**config.mk**
```make
export PLATFORM = sky130hd
export DESIGN_NAME = isorx_retire
export DESIGN_NICKNAME = d
export VERILOG_FILES = /design/src/rtl/isorx_pkg.sv /design/src/rtl/isorx_pkt_ctr.sv /design/src/rtl/isorx_byte_acc.sv /design/src/rtl/isorx_retire.sv
export SDC_FILE = /design/constraint.sdc
export NUM_CORES = 1
export LEC_CHECK = 0
export CORE_MARGIN = 2
export CORE_UTILIZATION = 34
export DETAILED_ROUTE_END_ITERATION = 8
export SLEW_MARGIN = 15
export SYNTH_ARGS = -nofsm -noshare
export SYNTH_HDL_FRONTEND = slang
export SYNTH_SLANG_ARGS = --single-unit
export TNS_END_PERCENT = 1
```
**constraint.sdc**
```tcl
create_clock -name clk -period 4.9 [get_ports clk]
set_input_delay 1.47 -clock clk [delete_from_list [all_inputs] [get_ports clk]]
set_output_delay 1.47 -clock clk [all_outputs]
set_load 0.03 [all_outputs]
```
**src/rtl/isorx_pkg.sv**
```systemverilog
package isorx_pkg;
   typedef enum logic [1:0] {
      PID_D0 = 2'd0,
      PID_D1 = 2'd1,
      PID_D2 = 2'd2,
      PID_MD = 2'd3
   } isorx_pid_e;
endpackage

```
**src/rtl/isorx_pkt_ctr.sv**
```systemverilog
module isorx_pkt_ctr #(
   parameter int MULT_W = 2,
   parameter bit OVR_EN = 1'b1
) (
   input  logic              clk,
   input  logic              rst_n,
   input  logic              load,
   input  logic [MULT_W-1:0] ovr,
   input  logic [MULT_W-1:0] qh_mult,
   input  logic              take,
   output logic              eff_zero,
   output logic              last_pkt,
   output logic              got_any
);
   logic [MULT_W-1:0] eff;
   logic [MULT_W-1:0] left_q;
   logic [MULT_W-1:0] mult_q;

   generate
      if (OVR_EN) begin : g_ovr
         assign eff = (ovr != '0) ? ovr : qh_mult;
      end else begin : g_qh_only
         logic unused_ovr;
         assign unused_ovr = ^ovr;
         assign eff = qh_mult;
      end
   endgenerate

   assign eff_zero = (eff == '0);
   assign last_pkt = (left_q == MULT_W'(1));
   assign got_any  = (left_q != mult_q);

   always_ff @(posedge clk or negedge rst_n) begin
      if (!rst_n) begin
         left_q <= '0;
         mult_q <= '0;
      end else if (load) begin
         left_q <= eff;
         mult_q <= eff;
      end else if (take) begin
         left_q <= left_q - MULT_W'(1);
      end
   end

   // remaining count never exceeds the loaded multiplier
   p_left_le_mult_r1 : assert property (@(posedge clk) disable iff (!rst_n)
      left_q <= mult_q);
   // a packet is only taken while the counter is nonzero
   p_no_wrap_r2 : assert property (@(posedge clk) disable iff (!rst_n)
      take |-> left_q != '0);
endmodule

```
**src/rtl/isorx_byte_acc.sv**
```systemverilog
module isorx_byte_acc #(
   parameter int LEN_W = 11,
   parameter int BUD_W = 14
) (
   input  logic             clk,
   input  logic             rst_n,
   input  logic             load,
   input  logic [BUD_W-1:0] budget,
   input  logic             take,
   input  logic [LEN_W-1:0] bytes,
   input  logic [LEN_W-1:0] max_len,
   input  logic             active,
   output logic             too_long,
   output logic             over_budget
);
   localparam int SUM_W = ((BUD_W > LEN_W) ? BUD_W : LEN_W) + 1;

   logic [SUM_W-1:0] acc_q;
   logic [SUM_W-1:0] bud_q;
   logic [SUM_W-1:0] sum;

   assign sum         = acc_q + SUM_W'(bytes);
   assign too_long    = (bytes > max_len);
   assign over_budget = (sum > bud_q);

   always_ff @(posedge clk or negedge rst_n) begin
      if (!rst_n) begin
         acc_q <= '0;
         bud_q <= '0;
      end else if (load) begin
         acc_q <= '0;
         bud_q <= SUM_W'(budget);
      end else if (take) begin
         acc_q <= sum;
      end
   end

   // an armed descriptor never holds more bytes than its budget
   p_acc_budget_r5 : assert property (@(posedge clk) disable iff (!rst_n)
      active |-> acc_q <= bud_q);
endmodule

```
**src/rtl/isorx_retire.sv**
```systemverilog
module isorx_retire #(
   parameter int MULT_W = 2,
   parameter int LEN_W  = 11,
   parameter int BUD_W  = 14,
   parameter bit OVR_EN = 1'b1
) (
   input  logic              clk,
   input  logic              rst_n,
   input  logic              desc_load,
   input  logic [MULT_W-1:0] dtd_mult,
   input  logic [MULT_W-1:0] qh_mult,
   input  logic [BUD_W-1:0]  dtd_budget,
   input  logic [LEN_W-1:0]  max_len,
   input  logic              pkt_valid,
   input  logic [1:0]        pkt_pid,
   input  logic [LEN_W-1:0]  pkt_bytes,
   input  logic              pkt_crc_bad,
   input  logic              frame_end,
   output logic              retire,
   output logic              buf_err,
   output logic              txn_err
);
   import isorx_pkg::*;

   if (MULT_W < 1 || MULT_W > 8) begin : g_bad_mult
      $error("isorx_retire: MULT_W must be 1..8");
   end
   if (LEN_W < 1) begin : g_bad_len
      $error("isorx_retire: LEN_W must be at least 1");
   end
   if (BUD_W < LEN_W) begin : g_bad_bud
      $error("isorx_retire: BUD_W must be at least LEN_W");
   end

   logic       active_q;
   logic       take;
   logic       eff_zero, last_pkt, got_any;
   logic       too_long, over_budget;
   logic       pkt_done, fe_fail, size_err;
   isorx_pid_e pid;

   assign pid      = isorx_pid_e'(pkt_pid);
   assign take     = pkt_valid & active_q & ~desc_load;
   assign size_err = too_long | over_budget;
   assign pkt_done = take & (size_err | pkt_crc_bad | (pid != PID_MD) | last_pkt);
   assign fe_fail  = frame_end & active_q & ~desc_load & ~pkt_done & (got_any | take);

   isorx_pkt_ctr #(.MULT_W(MULT_W), .OVR_EN(OVR_EN)) u_ctr (
      .clk      (clk),
      .rst_n    (rst_n),
      .load     (desc_load),
      .ovr      (dtd_mult),
      .qh_mult  (qh_mult),
      .take     (take),
      .eff_zero (eff_zero),
      .last_pkt (last_pkt),
      .got_any  (got_any)
   );

   isorx_byte_acc #(.LEN_W(LEN_W), .BUD_W(BUD_W)) u_acc (
      .clk         (clk),
      .rst_n       (rst_n),
      .load        (desc_load),
      .budget      (dtd_budget),
      .take        (take),
      .bytes       (pkt_bytes),
      .max_len     (max_len),
      .active      (active_q),
      .too_long    (too_long),
      .over_budget (over_budget)
   );

   always_ff @(posedge clk or negedge rst_n) begin
      if (!rst_n) begin
         active_q <= 1'b0;
         retire   <= 1'b0;
         buf_err  <= 1'b0;
         txn_err  <= 1'b0;
      end else if (desc_load) begin
         active_q <= ~eff_zero;
         retire   <= eff_zero;
         buf_err  <= 1'b0;
         txn_err  <= 1'b0;
      end else begin
         retire <= pkt_done | fe_fail;
         if (pkt_done | fe_fail) active_q <= 1'b0;
         if (take & size_err) buf_err <= 1'b1;
         if ((take & pkt_crc_bad) | fe_fail) txn_err <= 1'b1;
      end
   end

   // no back-to-back retire without a new load
   p_pulse_r9 : assert property (@(posedge clk) disable iff (!rst_n)
      (retire && !desc_load) |=> !retire);
   // a flag only rises together with a retire
   p_flag_rise_r9 : assert property (@(posedge clk) disable iff (!rst_n)
      ($rose(buf_err) || $rose(txn_err)) |-> retire);
   // flags only clear after a load
   p_flag_hold_r9 : assert property (@(posedge clk) disable iff (!rst_n)
      ($fell(buf_err) || $fell(txn_err)) |-> $past(desc_load));
   // an empty frame end does not retire
   p_empty_frame_r8 : assert property (@(posedge clk) disable iff (!rst_n)
      (frame_end && active_q && !got_any && !pkt_valid && !desc_load) |=> !retire);
   // nothing retires while idle unless a load arrives
   p_idle_r10 : assert property (@(posedge clk) disable iff (!rst_n)
      (!active_q && !desc_load) |=> !retire);
endmodule

```
==> impl_metrics.py <==
metrics = {
    "run_status": {
        "status": "finished, final reports clean",
    },
    "floorplanning": {
        "die_area_um2": 9040,
        "die_h_um": 95.1,
        "core_um2": 8130,
        "start_util_pct": 34.7,
        "io_pins": 51,
        "die-width_um": 95.1,
        "row_count": 33,
    },
    "synth": {
        "synth_top_family_by_area": "compound AO/OA/AOI/OAI gates",
        "synthMuxAreaShare_pct": 1.20,
        "netlist_area_um2": 2820,
        "synthAdderAreaFrac_pct": 17.1,
        "synth_largest_area_cell": "dfrtp_1",
        "synth.distinct_cells": 50,
        "async_flop_share_pct": 100,
        "synth_xor_xnor_area_share_pct": 4.66,
        "syn_inst": 330,
        "synth_edf_count": 0,
        "ys_warn_count": 0,
        "yosys_register_bits": 37,
        "yosys.area_share.simple_pct": 17.9,
        "synth_compound_area_share_pct": 20.4,
        "synth-main-ff-cell": "dfrtp_1",
        "syn_area_per_cell_um2": 8.55,
        "syn-num-nets": 416,
        "synth_seq_area_share_pct": 32.8,
        "yosysTopAreaCellShare_pct": 32.8,
        "yosys-top-cells-area": "dfrtp_1, ha_1, nand2_1",
    },
    "clock_tree": {
        "clockBufferDepth": 2,
        "cts_setup_buffers": 0,
        "cts_root_buf": "clkbuf_8",
        "clk_pin_slew_ns": 0.08,
        "numCtsBuffers": 5,
        "cts_tree": "built",
        "insertion_delay_ns": 0.29,
        "cts-hold-fix-buffers": 0,
        "cts_max_level": 2,
        "cts.sink_count": 37,
    },
    "sta": {
        "setup_violations": 0,
        "tightest_slew_ns": 0.808,
        "final.setup_skew_ns": 0.00604,
        "min_period_ns": 4.71,
        "rsz0062_at_grt": "true",
        "setup_tns_ns": 0,
        "max_slew_margin_pct": 46.1,
        "drv_slew": 0,
        "max_clock_freq_mhz": 212,
        "min_period_over_period_pct": 96.2,
        "hold_viol": 0,
    },
    "layout": {
        "final_nets": 481,
        "multi_input_area_um2": 1770,
        "diodes": 0,
        "nFillCells": 806,
        "area_delta_synth_final_pct": 31.5,
        "drive_gt1_share_pct": 10.1,
        "final_core_util_pct": 45.6,
        "ff_latch_area_um2": 926,
        "design_area_um2": 3710,
    },
    "global_route": {
        "grt_max_degree": 53,
        "grt_pass1_vias": 2476,
        "grt.overflow.total": 0,
        "grt_pass1_wl_um": 11200,
        "antenna_found_initial": 0,
        "grt.total_usage_pct": 15.7,
    },
    "detailed_routing": {
        "drtAntennaViolNets": 0,
        "drcViolationCount": 0,
        "vias": 2528,
        "first_pass_iters": 4,
        "avgViaCountPerCell": 5.05,
        "initialDrtViolationCount": 89,
        "wirelength_um": 6690,
        "wire_per_inst_um": 13.3,
    },
    "setup_path": {
        "path_max_fanout": 2,
        "required_ns": 5.10,
        "cp-end-kind": "register",
        "crit_type": "in -> reg",
        "start_kind": "input pin",
        "cp.arrival_ns": 4.91,
    },
    "min_path": {
        "min_path_type": "reg -> reg",
    },
    "place": {
        "hpwl_um": 5180,
        "dpl-instance-area_um2": 3550,
        "portBuffers": 50,
        "gp_congestion": 0.906,
    },
    "power_and_ir_drop": {
        "max-vdd-ir-drop_uv": 111,
        "finalPower_mw": 0.952,
        "power.density_nw_per_um2": 257,
        "p_leak_nw": 1.69,
    },
    "flow_run": {
        "drv_cap": 0,
    },
}
-- area by class of cell --
cell class / instances / share of cell area, %
sequential: 37 / 25.0
clock inverter: 2 / 1.01
clock buffer: 6 / 2.23
tap: 105 / 3.54
multi-input combinational: 249 / 47.7
timing repair buffer: 68 / 17.1
inverter: 34 / 3.44
-- per-layer routing --
metal  routed length [um]  share of wire, %  GRT usage (%)  vias up
li1                     -                 -              -     1305
met1                 3270                49           21.6     1169
met2                 3100                46           26.2       46
met3                  214               3.2           1.03        8
met4                  106               1.6           5.43        0
met5                    0                 0              0        -
-- cell usage after synthesis (all sizes together), types with 3 or more instances --
library cell	n
or4	3
a21oi	26
nand3	9
nor2	16
nor3	4
nor2b	9
dfrtp	37
o21a	5
ha	37
clkbuf	9
inv	34
o211ai	4
and3	3
a211oi	5
xnor2	11
nor4	3
nand2	42
nand4	4
o21ai	25
xor2	4
a21o	3
nand2b	3
mux2	3
-- what timing repair did --
action                                  CTS  global route
hold endpoints to repair                  0             0
pin swaps                                 0             2
resized for setup                         3             4
endpoints found under the setup margin    3             4
-- worst paths after layout --
| kind | startpoint | to | slack [ns] | depth (start not counted) |
|---|---|---|---|---|
| worst min register to register | u_ctr.mult_q[0]$_DFFE_PN0P_ | u_ctr.mult_q[0]$_DFFE_PN0P_ | 0.52 | 2 |
| min in group asynchronous | rst_n | u_acc.acc_q[12]$_DFFE_PN0P_ | 1.59 | 2 |
| worst max register to register | u_acc.acc_q[0]$_DFFE_PN0P_ | buf_err$_DFFE_PN0P_ | 1.45 | 16 |
| worst max-delay path | pkt_bytes[0] | buf_err$_DFFE_PN0P_ | 0.19 | 17 |
| worst min-delay path | u_ctr.mult_q[0]$_DFFE_PN0P_ | u_ctr.mult_q[0]$_DFFE_PN0P_ | 0.52 | 2 |
| max in group asynchronous | rst_n | u_acc.acc_q[2]$_DFFE_PN0P_ | 2.97 | 2 |
-- stage by stage --
step	setup slack (ns)	hold WS (ns)	std cells
final	0.187	0.516	501
after global routing	-0.000347	0.547	501
after CTS	0.0628	0.522	501
after detailed placement	-0.416	0.501	493
after global placement	-0.289	0.498	493
after floorplan	0.354	0.479	330
-- power by group --
| part | leakage [nW] | internal (mW) | switching [mW] | total (mW) |
|---|---|---|---|---|
| sequential | 0.468 | 0.330 | 0.0130 | 0.343 |
| combinational | 1.17 | 0.160 | 0.165 | 0.325 |
| clock | 0.0574 | 0.166 | 0.119 | 0.284 |
-- logic make-up after synthesis --
logic type / Yosys count
xor gates and xnor gates: 15
DFF: 37
AOI/OAI and AO/OA: 89
buffers and inverters: 44
and+or+nand+nor: 104
adders and majority gates: 38
muxes: 3
-- worst max-delay path, stage by stage --
cell and delay [ns]:
clkdlybuf4s50_1 0.43, ha_1 0.23, fa_1 0.40, a211oi_1 0.27, buf_4 0.16, o21ai_2 0.07
a41oi_2 0.19, o21a_1 0.15, nand2b_1 0.12, xnor2_1 0.07, ha_1 0.30, and3_4 0.20
nand3_1 0.11, a221oi_2 0.27, a2111oi_4 0.07, o21a_1 0.19, a211oi_1 0.20
-- state kept, by name, indices dropped and copies added, names as in the netlist --
name	flops
retire	1
u_acc.bud_q	14
u_ctr.mult_q	2
u_ctr.left_q	2
active_q	1
u_acc.acc_q	15
buf_err	1
txn_err	1
-- layout by cell type (no fill, tap or decap), drive strengths merged, types with 4 or more instances in the layout --
cell,count
nand4,4
nor2b,9
xor2,4
o21a,5
ha,37
a21oi,26
nor3,4
nor2,16
inv,34
buf,18
dfrtp,37
o21ai,25
a211oi,5
nand2,42
clkdlybuf4s50,50
o211ai,4
xnor2,11
nand3,9
clkbuf,6
(Power assumes the default switching activity.)
